--- src/rtl/ifg_retry_pkg.sv ---
package ifg_retry_pkg;

  typedef enum logic {
    ST_IDLE = 1'b0,
    ST_BUSY = 1'b1
  } tx_state_e;

  // gap length in 40 ns units (scaled for the slow line rate)
  function automatic int unsigned gap_units(input logic slow,
                                            input logic [1:0] code,
                                            input int unsigned fast_units,
                                            input int unsigned slow_scale);
    int unsigned base;
    base = fast_units - int'(code);
    return slow ? base * slow_scale : base;
  endfunction

endpackage

--- src/rtl/ifg_gap_timer.sv ---
module ifg_gap_timer #(
  parameter int unsigned CYC_PER_UNIT = 10,
  parameter int unsigned MAX_UNITS    = 240,
  localparam int unsigned UW = $clog2(MAX_UNITS + 1),
  localparam int unsigned CW = $clog2(MAX_UNITS * CYC_PER_UNIT + 1)
) (
  input  logic          clk,
  input  logic          rst_n,
  input  logic          load,
  input  logic [UW-1:0] load_units,
  output logic          expired
);

  logic [CW-1:0] cnt;
  logic [CW-1:0] load_val;

  assign load_val = CW'(load_units) * CW'(CYC_PER_UNIT);
  assign expired  = (cnt == '0);

  always_ff @(posedge clk) begin
    if (!rst_n)          cnt <= '0;
    else if (load)       cnt <= load_val;
    else if (!expired)   cnt <= cnt - CW'(1);
  end

  a_r2_counts_down: assert property (@(posedge clk) disable iff (!rst_n)
    (!load && !expired) |=> (cnt == $past(cnt) - CW'(1)));

  a_r4_load_captured: assert property (@(posedge clk) disable iff (!rst_n)
    load |=> (cnt == $past(load_val)));

endmodule

--- src/rtl/ifg_attempt_ctr.sv ---
module ifg_attempt_ctr #(
  parameter int unsigned GROUP_LEN  = 16,
  parameter int unsigned MAX_GROUPS = 4,
  localparam int unsigned FW = $clog2(GROUP_LEN),
  localparam int unsigned XW = $clog2(MAX_GROUPS + 1)
) (
  input  logic          clk,
  input  logic          rst_n,
  input  logic          collide,
  input  logic          clear_fails,
  input  logic          clear_status,
  input  logic          ext_en,
  output logic          give_up,
  output logic [XW-1:0] exc_cnt
);

  logic [FW-1:0] fail_cnt;
  logic          group_end;
  logic [XW-1:0] exc_next;
  logic [XW-1:0] limit;

  assign group_end = (fail_cnt == FW'(GROUP_LEN - 1));
  assign exc_next  = exc_cnt + XW'(1);
  assign limit     = ext_en ? XW'(MAX_GROUPS) : XW'(1);
  assign give_up   = collide && group_end && (exc_next >= limit);

  always_ff @(posedge clk) begin
    if (!rst_n) begin
      fail_cnt <= '0;
    end else if (collide) begin
      fail_cnt <= group_end ? '0 : fail_cnt + FW'(1);
    end else if (clear_fails) begin
      fail_cnt <= '0;
    end
  end

  always_ff @(posedge clk) begin
    if (!rst_n)                     exc_cnt <= '0;
    else if (clear_status)          exc_cnt <= '0;
    else if (collide && group_end)  exc_cnt <= exc_next;
  end

  a_r9_exc_bounded: assert property (@(posedge clk) disable iff (!rst_n)
    exc_cnt <= XW'(MAX_GROUPS));

  a_r8_abort_leaves_zero: assert property (@(posedge clk) disable iff (!rst_n)
    give_up |=> (fail_cnt == '0));

  a_r6_success_clears: assert property (@(posedge clk) disable iff (!rst_n)
    (clear_fails && !collide) |=> (fail_cnt == '0));

endmodule

--- src/rtl/ifg_retry_ctrl.sv ---
module ifg_retry_ctrl
  import ifg_retry_pkg::*;
#(
  parameter int unsigned CYC_PER_UNIT = 10,
  parameter int unsigned FAST_UNITS   = 24,
  parameter int unsigned SLOW_SCALE   = 10,
  parameter int unsigned GROUP_LEN    = 16,
  parameter int unsigned MAX_GROUPS   = 4,
  localparam int unsigned MAX_UNITS = FAST_UNITS * SLOW_SCALE,
  localparam int unsigned UW = $clog2(MAX_UNITS + 1),
  localparam int unsigned XW = $clog2(MAX_GROUPS + 1)
) (
  input  logic          clk,
  input  logic          rst_n,
  input  logic          tx_req,
  input  logic          tx_collision,
  input  logic          tx_success,
  input  logic          speed_10m,
  input  logic [1:0]    gap_code,
  input  logic          retry_ext_en,
  output logic          tx_start,
  output logic          tx_retry,
  output logic          tx_abort,
  output logic [XW-1:0] exc_col_cnt
);

  tx_state_e     state;
  logic          pend;
  logic          frame_open;
  logic          gap_done;
  logic          fire;
  logic          col_evt;
  logic          ok_evt;
  logic          give_up;
  logic [UW-1:0] units;

  assign col_evt = (state == ST_BUSY) && tx_collision;
  assign ok_evt  = (state == ST_BUSY) && tx_success && !tx_collision;
  assign fire    = (state == ST_IDLE) && gap_done && (pend || tx_req);
  assign units   = UW'(gap_units(speed_10m, gap_code, FAST_UNITS, SLOW_SCALE));

  ifg_gap_timer #(
    .CYC_PER_UNIT (CYC_PER_UNIT),
    .MAX_UNITS    (MAX_UNITS)
  ) u_timer (
    .clk        (clk),
    .rst_n      (rst_n),
    .load       (col_evt || ok_evt),
    .load_units (units),
    .expired    (gap_done)
  );

  ifg_attempt_ctr #(
    .GROUP_LEN  (GROUP_LEN),
    .MAX_GROUPS (MAX_GROUPS)
  ) u_attempts (
    .clk          (clk),
    .rst_n        (rst_n),
    .collide      (col_evt),
    .clear_fails  (ok_evt),
    .clear_status (fire && !frame_open),
    .ext_en       (retry_ext_en),
    .give_up      (give_up),
    .exc_cnt      (exc_col_cnt)
  );

  always_ff @(posedge clk) begin
    if (!rst_n) begin
      state      <= ST_IDLE;
      pend       <= 1'b0;
      frame_open <= 1'b0;
      tx_start   <= 1'b0;
      tx_retry   <= 1'b0;
      tx_abort   <= 1'b0;
    end else begin
      tx_start <= fire;
      tx_retry <= col_evt && !give_up;
      tx_abort <= give_up;
      if (fire)        pend <= 1'b0;
      else if (tx_req) pend <= 1'b1;
      if (fire)                  frame_open <= 1'b1;
      else if (ok_evt || give_up) frame_open <= 1'b0;
      if (fire)                   state <= ST_BUSY;
      else if (col_evt || ok_evt) state <= ST_IDLE;
    end
  end

  a_r12_exclusive: assert property (@(posedge clk) disable iff (!rst_n)
    $onehot0({tx_start, tx_retry, tx_abort}));

  a_r12_start_single: assert property (@(posedge clk) disable iff (!rst_n)
    tx_start |=> !tx_start);

  a_r11_idle_quiet: assert property (@(posedge clk) disable iff (!rst_n)
    (state == ST_IDLE) |=> (!tx_retry && !tx_abort));

  a_r6_success_quiet: assert property (@(posedge clk) disable iff (!rst_n)
    ok_evt |=> (!tx_retry && !tx_abort && !tx_start));

  a_r2_start_only_idle: assert property (@(posedge clk) disable iff (!rst_n)
    tx_start |-> ($past(state) == ST_IDLE) && (state == ST_BUSY));

endmodule

--- config.mk ---
export PLATFORM = sky130hd
export DESIGN_NAME = ifg_retry_ctrl
export DESIGN_NICKNAME = d
export VERILOG_FILES = /design/src/rtl/ifg_retry_pkg.sv /design/src/rtl/ifg_gap_timer.sv /design/src/rtl/ifg_attempt_ctr.sv /design/src/rtl/ifg_retry_ctrl.sv
export SDC_FILE = /design/constraint.sdc
export NUM_CORES = 1
export LEC_CHECK = 0
export BUFFER_PORTS_ARGS = -buffer_cell sky130_fd_sc_hd__buf_4
export CORE_MARGIN = 2
export CORE_UTILIZATION = 50
export DETAILED_ROUTE_END_ITERATION = 8
export PLACE_DENSITY = 0.71
export SLEW_MARGIN = 20
export SYNTH_ARGS = -nofsm -noshare
export SYNTH_HDL_FRONTEND = slang
export SYNTH_SLANG_ARGS = --single-unit
--- constraint.sdc ---
create_clock -name clk -period 5.55 [get_ports clk]
set_clock_uncertainty 0.1 [all_clocks]
set_input_delay 0.2775 -clock clk [delete_from_list [all_inputs] [get_ports clk]]
set_output_delay 0.2775 -clock clk [all_outputs]
set_load 0.1 [all_outputs]
Word level (Yosys, flattened, before mapping) --
Index checks and enable logic that the tools add are counted. W data, S select, Z words.
Storage, ports and cells: flip-flop bits (word level) 25, bits of input ports 9, output and inout bits 6
Cells by class: add/sub/neg operators 4, multiply operators 2, $lt $le $gt $ge 1, eq/ne operators 2, mux-type cells 11, bitwise operators 2, reduce and logical (&&, ||, !) cells 22
Operators by type and width (count):
- $mul A32 B3 Y7 const B | 1
- $mux W12 | 2
- $logic_not A12 Y1 | 1
- $mux W4 | 3
- $sub A12 B1 Y12 const B | 1
- $mul A8 B3 Y11 const B | 1
- $logic_and A1 B1 Y1 | 9
- $mux W8 | 1
- $reduce_bool A2 Y1 | 3
- $reduce_or A2 Y1 | 3
- $sub A5 B2 Y6 const A | 1
- $add A4 B1 Y4 const B | 1
- $eq A4 B4 Y1 const B | 1
- $mux W1 | 4
- $add A3 B1 Y3 const B | 1
- $ge A3 B3 Y1 | 1
- $logic_not A1 Y1 | 3
- $logic_or A1 B1 Y1 | 3
- $mux W3 | 1
- $ne A2 B1 Y1 const B | 1
- $not A1 Y1 | 2

Longest topological paths before layout --
Gate-level depths: netlist (run 1).
depth after elaboration 6, mapped depth 12, depth with buffers taken out 12

By module --
From an unflattened synthesis (run 1), not the netlist that was laid out.
Second synthesis, totals: cells, all modules 199, area total of the unflattened synthesis 1775.5 µm²
By module, submodules not included:
- ifg_gap_timer | times used 1, cells an instance 116, area each 1011.0 µm², sequential area each 240.2 µm²
- ifg_attempt_ctr | times used 1, cells an instance 45, area each 410.4 µm², sequential area each 140.1 µm²
- ifg_retry_ctrl | times used 1, cells an instance 38, area each 354.1 µm², sequential area each 120.1 µm²

Worst setup path before layout (run 1) --
OpenSTA, ideal clock, no wires.
path kind in2reg, start in gap_code[0], end reg u_timer.cnt[10], library setup time 92 ps, data arrival time 2769 ps, slack 2589 ps, cell stages on the path 11, cells stage by stage inv_1 ha_1 ha_1 a211oi_1 ha_1 ha_1 nor2b_1 and4_1 o211ai_1 and3b_1 o32ai_1
Between the ends: word-level cells in the longest chain between the ends 5
Ends and longest elaborated chain:
- start: declaration | line ifg_retry_ctrl.sv:19 | input logic [1:0] gap_code,
- $sub A5 B2 Y6 (*) | line ifg_retry_pkg.sv:14 | base = fast_units - int'(code);
- $mul A32 B3 Y7 | line ifg_retry_pkg.sv:15 | return slow ? base * slow_scale : base;
- $mux W8 (*) | line ifg_retry_pkg.sv:15
- $mul A8 B3 Y11 (*) | line ifg_gap_timer.sv:17 | assign load_val = CW'(load_units) * CW'(CYC_PER_UNIT);
- $mux W12 (*) | line ifg_gap_timer.sv:22 | else if (load) cnt <= load_val;
- end signal: assignment | line ifg_gap_timer.sv:22
- end signal: assignment | line ifg_gap_timer.sv:23 | else if (!expired) cnt <= cnt - CW'(1);
- end: declaration | line ifg_gap_timer.sv:14 | logic [CW-1:0] cnt;
Every way passes the cells marked *; elsewhere a longest branch is shown, timed or not. A chain may end at the register's enable or synchronous reset.

Worst setup path in the final report (run 1) --
Ends and elaborated chain as after synthesis.

==> flow_summary.yaml, run 1 <==
status:
  status: "finished clean"
synth:
  ys_types: 52
  synth_edf_count: 0
  syn-instance-count: 198
  yosys-top-cells-count: "25 x dfxtp_1, 25 x ha_1, 19 x nor2_1, 14 x a21oi_1"
  synth_ff_type: "dfxtp_1"
  yosysTopAreaCell: "dfxtp_1"
  syn_avg_cell_area_um2: 8.986
  yosys.area.top_type_share_pct: 28.13
  ys_seq_area_share_pct: 28.13
  synth_compound_area_share_pct: 19.41
  synth_fa_ha_area_share_pct: 17.58
  synth.area.top_cells: "dfxtp_1 28%, ha_1 18%, xor2_1 4.4%"
  async_flop_share_pct: 0
  ys_warn_count: 0
  synth_simple_gate_area_share_pct: 22.08
  synth_xor_area_share_pct: 6.399
  synth_top_family_by_area: "simple AND/OR/NAND/NOR gates"
  synth_fp_nets: 232
  ys_ff_latch: 25
  synth.mux.area_fraction_pct: 2.461
  syn-cell-area_um2: 1779
routing:
  drt_iter0_markers: 65
  antenna_left: 0
  totalWireLength_mm: 3.613
  vias_per_cell: 5.512
  vias: 1433
  wl_per_cell_um: 13.90
  drc: 0
  firstDrtPassIters: 4
critical_path:
  worst_setup_path_end_kind: "register"
  cp_data_required_time_ns: 5.69
  crit_arrival_ns: 3.12
  cp-start-kind: "primary input"
  crit_type: "in2reg"
  path_max_fanout: 7
cts:
  postCtsSetupBuffers: 0
  cts_buffers: 3
  path_clk_slew_ns: 0.15
  clk_latency_ns: 0.33
  cts_sinks: 25
  clockRootBuffer: "clkbuf_4"
  postCtsHoldBufs: 0
  cts_max_path_buffers: 2
  cts_tree: "done"
  htreeDepth: 1
  post_cts_resized: 0
sta:
  drv_slew: 0
  grt_setup_unrepaired: "false"
  clock.fmax_ghz: 0.3359
  min_period_over_period_pct: 53.65
  final.min_clock_period_ns: 2.977
  tns_ns: 0
  maxSlewHeadroom_pct: 49.53
  hold_violations: 0
  tightest_slew_ns: 0.7524
  hold_ws_ns: 0.1167
  setup_viol: 0
pwr:
  p_total_uw: 743.9
  internal_power_uw: 418.1
  switching_share_pct: 43.80
  p_per_area_nw_per_um2: 379.7
  power.leakage_nw: 0.8629
  pwr-share-clk_pct: 11.8
  pwr-share-comb_pct: 51.2
  p_sw_uw: 325.8
  p_seq_share_pct: 37.0
  ir_worst_vdd_v: 0.0003208
finish:
  fin_nets: 249
  drive_gt1_share_pct: 15.89
  fin_area_um2: 1959
  syn_to_final_growth_pct: 10.13
  fillers: 307
  num_antenna_cells: 0
floorplanning:
  start_util_pct: 52.49
  dieArea_um2: 4051
  die_h_um: 63.65
  rows: 21
  die_x_um: 63.65
  core-area_um2: 3390
  ioPinCount: 15
global_route:
  grt_pass1_vias: 1444
  grt.overflow.total: 0
  grtUsageTotal_pct: 19.55
  antenna_found_initial: 0
  grt_max_degree: 17
  grt_pass1_wl_mm: 6.389
placement:
  place_area_um2: 1928
  dpl.hpwl_mm: 2.854
  port_buffers: 14
  place_congestion: 0.7722
job:
  cap_violations: 0
hold_path:
  hold_class: "in2reg"
==> power groups by stage <==
stage,clock network (mW),registers (mW),logic (mW)
6_report,0.0878,0.276,0.381
5_1_grt,0.0989,0.282,0.430
3_3_place_gp,0,0.277,0.361
2_1_floorplan,0,0.282,0.295
4_1_cts,0.0893,0.275,0.382
3_5_place_dp,0,0.279,0.379
==> area by class of cell <==
cell class / instances / area [um^2] / area share [%]
Clock inverter: 1 / 8.758 / 0.4470
Tap cell: 46 / 57.56 / 2.937
Multi-Input combinational cell: 157 / 1209 / 61.69
Timing Repair Buffer: 15 / 112.6 / 5.747
Inverter: 13 / 48.80 / 2.490
Sequential cell: 25 / 500.5 / 25.54
Clock buffer: 3 / 22.52 / 1.149
==> logic make-up after synthesis <==
group / after synthesis
AO/OA/AOI/OAI: 51
XOR/XNOR: 13
adder cells (fa/ha/maj): 25
buffers and inverters: 16
flip-flops: 25
multiplexers: 4
AND/OR/NAND/NOR: 64
==> stage by stage <==
step                setup WS, ns  utilization [%]  std cells
floorplan                  2.589                -        198
global placement           2.307            56.88        256
detailed placement         2.194            56.88        256
CTS                        2.542            57.81        260
global route               2.411            57.81        260
finish                     2.573            57.81        260
==> per-layer routing <==
metal	track usage (%)	wire [um]	up-vias
met4	3.261	19	0
met2	37.24	1866	22
li1	-	-	744
met3	4.286	105	2
met1	22.31	1622	665
met5	0	0	-
==> sequential cells by signal, summed over array words and instances (netlist names) <==
name                 flops
tx_abort                 1
tx_start                 1
u_attempts.exc_cnt       3
u_timer.cnt             12
state                    1
pend                     1
frame_open               1
tx_retry                 1
u_attempts.fail_cnt      4
==> final timing paths <==
check | slack (ns) | start | depth (start not counted) | to
worst max-delay path | 2.57 | gap_code[0] | 12 | u_timer.cnt[10]$_SDFFE_PN0P_
worst min-delay path | 0.12 | tx_collision | 3 | u_attempts.fail_cnt[2]$_SDFFE_PN0N_
worst min register to register | 0.45 | u_attempts.exc_cnt[1]$_SDFFE_PP0P_ | 2 | u_attempts.exc_cnt[1]$_SDFFE_PP0P_
worst max register to register | 3.37 | u_timer.cnt[0]$_SDFFE_PP0P_ | 7 | u_attempts.exc_cnt[0]$_SDFFE_PP0P_
==> cells in the final DEF, fill, tap and decap left out, drive strengths merged, types with 7 or more instances in the layout <==
master,netlist,layout
buf,0,15
nand2,13,13
xor2,9,9
ha,25,25
nor2,19,19
nand3,7,7
a21oi,14,14
inv,13,14
o21ai,12,12
dfxtp,25,25
==> critical path, cell delays in order <==
cell and delay (ns):
buf_4 0.12, inv_1 0.07, ha_1 0.21, ha_1 0.19, a211oi_1 0.64, ha_1 0.35, ha_1 0.34, nor2b_1 0.18
and4_1 0.22, o211ai_1 0.10, and3b_1 0.19, o32ai_1 0.23
Power figures use the tool's default switching activity.
==> run 2: changes to the inputs <==
--- a/config.mk
+++ b/config.mk
@@ -9,7 +9,7 @@
 export CORE_MARGIN = 2
 export CORE_UTILIZATION = 50
 export DETAILED_ROUTE_END_ITERATION = 8
-export PLACE_DENSITY = 0.71
+export PLACE_DENSITY = 0.73
 export SLEW_MARGIN = 20
 export SYNTH_ARGS = -nofsm -noshare
 export SYNTH_HDL_FRONTEND = slang
==> constraint.sdc (replaced) <==
create_clock -name clk -period 2.67 [get_ports clk]
set_clock_uncertainty 0.1 [all_clocks]
set_input_delay 0.1335 -clock clk [delete_from_list [all_inputs] [get_ports clk]]
set_output_delay 0.1335 -clock clk [all_outputs]
set_load 0.1 [all_outputs]
==> run 2 against run 1 <==
Via count rose by 1.5%. Final cell count is 3.1% higher. First-iteration DRC count shrank 3.1%. Critical path type unchanged. Worst hold slack worse by 0.11 ns. Design area up 3.7%. Sequential share of layout area shrank 0.91 points. Setup slack lost 2.3 ns. Die area stayed put. Routed wire length decreased by 7.6%. Register-to-register slack lost 2.8 ns.
==> flow_summary.yaml, run 2 (synthesis gave the netlist of run 1 again) <==
cts:
  clk_latency_ns: 0.33
  cts_tree: "done"
  cts_sinks: 25
  htreeDepth: 1
  postCtsSetupBuffers: 0
  path_clk_slew_ns: 0.15
  cts_buffers: 3
  clockRootBuffer: "clkbuf_4"
  cts_max_path_buffers: 2
floorplanning:
  start_util_pct: 52.49
  dieArea_um2: 4051
  die_h_um: 63.65
  die_x_um: 63.65
  ioPinCount: 15
  core-area_um2: 3390
  rows: 21
routing:
  firstDrtPassIters: 4
  vias: 1455
  antenna_left: 0
  wl_per_cell_um: 12.45
  totalWireLength_mm: 3.337
  vias_per_cell: 5.429
  drt_iter0_markers: 63
  drc: 0
hold_path:
  hold_class: "in2reg"
global_route:
  grt_pass1_wl_mm: 5.934
  antenna_found_initial: 0
  grt_pass1_vias: 1320
  grt_max_degree: 17
  grtUsageTotal_pct: 17.92
  grt.overflow.total: 0
finish:
  reg_top3: "u_timer.cnt x12, u_attempts.fail_cnt x4, u_attempts.exc_cnt x3"
  top_register: "u_timer.cnt"
  fin_nets: 257
  drive_gt1_share_pct: 18.92
  largest_reg_flops: 12
  layout_common_cells: "25 x ha_1, 25 x dfxtp_1, 21 x buf_4"
  syn_to_final_growth_pct: 14.21
  regArea_um2: 500.5
  multi_input_area_um2: 1217
  final_core_util_pct: 59.95
  num_antenna_cells: 0
  fillers: 322
sta:
  clock.fmax_ghz: 0.4213
  hold_ws_ns: 0.01016
  min_period_over_period_pct: 88.90
  grt_setup_unrepaired: "false"
  hold_violations: 0
  final.min_clock_period_ns: 2.374
  tightest_slew_ns: 0.6905
  maxSlewHeadroom_pct: 53.96
  drv_slew: 0
  setup_viol: 0
critical_path:
  cp-start-kind: "primary input"
  cp_data_required_time_ns: 2.81
  path_max_fanout: 4
  worst_setup_path_end_kind: "register"
  crit_arrival_ns: 2.51
  crit_type: "in2reg"
pwr:
  p_per_area_nw_per_um2: 756.0
  power.leakage_nw: 0.8982
  ir_worst_vdd_v: 0.0004770
job:
  cap_violations: 0
placement:
  place_congestion: 0.7834
  port_buffers: 14
  dpl.hpwl_mm: 2.631
status:
  status: "finished clean"
-- run 2: cell count changes in the layout (fill, tap and decap cells not counted), sizes merged --
cell / change
clkinvlp: +1
buf: +6
dlygate4sd3: +2
inv: -1
-- run 2: cell type report --
class	count	area share [%]
inverters	13	2.401
multi-input cells	157	59.91
well taps	46	2.833
flip-flops and latches	25	24.63
clock inverters	1	0.3695
repair buffers	23	8.744
clock buffers	3	1.108
-- run 2: per-layer routing --
layer / GRT usage, % / share of wire (%) / vias up
met5: 0 / 0 / -
met1: 25.11 / 51 / 674
met2: 28.95 / 46 / 20
li1: - / - / 756
met4: 5.707 / 1.3 / 0
met3: 1.607 / 2.4 / 5
-- run 2: worst paths after layout --
path | cells past startpoint | end | start | slack (ns)
setup / recovery | 13 | u_timer.cnt[10]$_SDFFE_PN0P_ | gap_code[1] | 0.30
hold / removal | 2 | pend$_SDFFE_PP0P_ | rst_n | 0.01
setup reg to reg | 7 | u_attempts.exc_cnt[1]$_SDFFE_PP0P_ | u_timer.cnt[0]$_SDFFE_PP0P_ | 0.53
hold reg to reg | 2 | u_attempts.fail_cnt[3]$_SDFFE_PN0N_ | u_attempts.fail_cnt[3]$_SDFFE_PN0N_ | 0.44
-- run 2: where the power goes --
group | switching, mW | internal (mW)
registers | 0.111 | 0.465
logic | 0.428 | 0.354
clock network | 0.120 | 0.0573
total | 0.659 | 0.877
-- run 2: through the flow --
step	setup WS, ns	cell area (um^2)	power [mW]	setup TNS [ns]	instances
floorplan	0.05680	1784	1.201	0	198
global placement	0.03153	1978	1.343	0	262
CTS	0.3046	2028	1.540	0	268
detailed placement	-0.01923	1978	1.357	-0.02702	262
finish	0.2963	2032	1.536	0	268
global route	0.1874	2032	1.658	0	268
-- run 2: worst max-delay path, cell delays in order --
cell and delay (ns):
buf_4 0.10, inv_1 0.08, ha_1 0.19, ha_1 0.28, nand2_1 0.08, inv_1 0.06
ha_1 0.32, ha_1 0.35, nor2b_1 0.15, and4_1 0.23, o211ai_1 0.11, and3b_1 0.19
o32ai_1 0.24
-- run 2: what timing repair did --
item                      in CTS  in global routing
hold buffers                   2                  0
resized for setup              0                  0
hold endpoints to repair       2                  0
==> run 3: changes to the inputs <==
--- a/config.mk
+++ b/config.mk
@@ -7,10 +7,12 @@
 export LEC_CHECK = 0
 export BUFFER_PORTS_ARGS = -buffer_cell sky130_fd_sc_hd__buf_4
 export CORE_MARGIN = 2
-export CORE_UTILIZATION = 50
+export CORE_UTILIZATION = 35
 export DETAILED_ROUTE_END_ITERATION = 8
-export PLACE_DENSITY = 0.73
+export PLACE_DENSITY = 0.55
+export RECOVER_POWER = 50
 export SLEW_MARGIN = 20
 export SYNTH_ARGS = -nofsm -noshare
 export SYNTH_HDL_FRONTEND = slang
 export SYNTH_SLANG_ARGS = --single-unit
+export TNS_END_PERCENT = 30
==> run 3 against run 2 <==
First-iteration DRC count is 13% higher. Fmax decreased by 1.6%. Setup slack worse by 0.038 ns. Highest routed layer unchanged. Routed wire length grew 1.7%. Critical endpoint unchanged. Design area is 0.25% lower. Register-to-register slack got worse by 0.23 ns.
==> flow_summary.yaml, run 3 (synthesis gave the netlist of run 1 again) <==
status:
  status: "finished clean"
routing:
  wl_per_cell_um: 11.70
  vias_per_cell: 5.003
  firstDrtPassIters: 4
  totalWireLength_mm: 3.393
  drc: 0
  drt_iter0_markers: 71
  vias: 1451
  antenna_left: 0
cts:
  cts_buffers: 3
  clk_latency_ns: 0.27
  cts_sinks: 25
  postCtsHoldBufs: 0
  post_cts_resized: 0
  cts_max_path_buffers: 2
  postCtsSetupBuffers: 0
  path_clk_slew_ns: 0.10
  cts_tree: "done"
  htreeDepth: 1
  clockRootBuffer: "clkbuf_8"
critical_path:
  path_max_fanout: 3
  worstRegToRegCells: 7
  cp.depth: 13
  rr_startpoint: "u_timer.cnt[0]$_SDFFE_PP0P_"
  worst_setup_path_end_kind: "register"
  worst-r2r-setup-slack_ns: 0.30
  cp-start-kind: "primary input"
  crit_start: "gap_code[0]"
  cpPeakStageDelay_ns: 0.35
  cp_data_required_time_ns: 2.75
  crit_end: "u_timer.cnt[10]$_SDFFE_PN0P_"
  crit_type: "in2reg"
  crit_buf_inv: 3
  path_cells: "buf_4 -> inv_1 -> ha_1 -> ha_1 -> nand2_1 -> inv_1 -> ha_1 -> ha_1 -> nor2b_1 -> and4_1 -> o211ai_1 -> and3b_1 -> o32ai_1"
  reg2reg_to: "u_attempts.exc_cnt[1]$_SDFFE_PP0P_"
  crit_top_cell: "ha_1"
  path_delay_family: "adder cells"
  crit_arrival_ns: 2.49
  cpMaxStageDelayCell: "ha_1"
pwr:
  p_total_mw: 1.547
  ir_worst_vdd_v: 0.0002172
  p_per_area_nw_per_um2: 763.0
  power.leakage_nw: 0.8804
floorplanning:
  core-area_um2: 4817
  die_x_um: 75.30
  rows: 25
  start_util_pct: 36.94
  dieArea_um2: 5670
  ioPinCount: 15
  die_h_um: 75.30
sta:
  hold_violations: 0
  setup_viol: 0
  hold_ws_ns: 0.03311
  final.min_clock_period_ns: 2.411
  maxSlewHeadroom_pct: 22.69
  clock.fmax_ghz: 0.4147
  grt_setup_unrepaired: "false"
  drv_slew: 0
  min_period_over_period_pct: 90.32
  tightest_slew_ns: 1.165
finish:
  final_core_util_pct: 42.08
  reg_top3: "u_timer.cnt x12, u_attempts.fail_cnt x4, u_attempts.exc_cnt x3"
  num_antenna_cells: 0
  top_register: "u_timer.cnt"
  drive_gt1_share_pct: 16.14
  largest_reg_flops: 12
  layout_common_cells: "25 x ha_1, 25 x dfxtp_1, 19 x nor2_1"
  fin_nets: 258
  syn_to_final_growth_pct: 13.92
placement:
  place_congestion: 0.7509
  dpl.hpwl_mm: 2.678
  port_buffers: 14
global_route:
  grt_pass1_vias: 1382
  grtUsageTotal_pct: 13.61
  grt_max_degree: 16
  antenna_found_initial: 0
  grt_pass1_wl_mm: 6.016
  grt.overflow.total: 0
hold_path:
  hold_class: "in2reg"
job:
  cap_violations: 0
[run 3: changes by cell type in the layout (fill, tap and decap cells not counted), sizes merged]
cell / previous run / this run
dlygate4sd3: 2 / 0
buf: 21 / 18
clkbuf: 3 / 9
[run 3: power by group]
part,internal (mW),total [mW],leakage [nW],switching (mW)
clock network,0.106,0.230,0.0217,0.124
logic,0.342,0.748,0.654,0.406
registers,0.465,0.569,0.204,0.103
total,0.913,1.55,0.880,0.634
[run 3: layout make-up]
cell class,count,area [um^2]
timing repair buffer,24,157.7
clock inverter,1,7.507
sequential,25,500.5
fill,510,2790
tap,67,83.83
clock buffer,3,41.29
inverter,13,48.80
multi-input combinational,157,1187
[run 3: how the worst min path moves through the flow]
| stage | from | end | slack, ns | depth (start not counted) |
|---|---|---|---|---|
| 6_report | tx_req | pend$_SDFFE_PP0P_ | 0.03 | 2 |
| 5_1_grt | tx_req | pend$_SDFFE_PP0P_ | 0.02 | 2 |
| 4_1_cts | tx_req | pend$_SDFFE_PP0P_ | 0.02 | 2 |
| 3_5_place_dp | tx_req | pend$_SDFFE_PP0P_ | 0.32 | 2 |
| 3_3_place_gp | tx_req | pend$_SDFFE_PP0P_ | 0.32 | 2 |
| 2_1_floorplan | rst_n | u_attempts.exc_cnt[0]$_SDFFE_PP0P_ | 0.18 | 2 |
[run 3: layer usage]
metal	global-route usage [%]	share of wire, %	up-vias
li1	-	-	763
met1	18.78	53	675
met2	21.74	44	11
met3	2.116	1.9	2
met4	4.678	1.0	0
met5	0	0	-
[run 3: metrics by stage]
step           instances  instance area, um^2  worst slack (ns)  setup TNS, ns
2_1_floorplan        198                 1784           0.05680              0
3_3_place_gp         286                 2027           0.02323              0
3_5_place_dp         286                 2027         -0.002101      -0.002101
4_1_cts              290                 2076            0.2581              0
5_1_grt              290                 2027           0.05810              0
6_report             290                 2027            0.2585              0
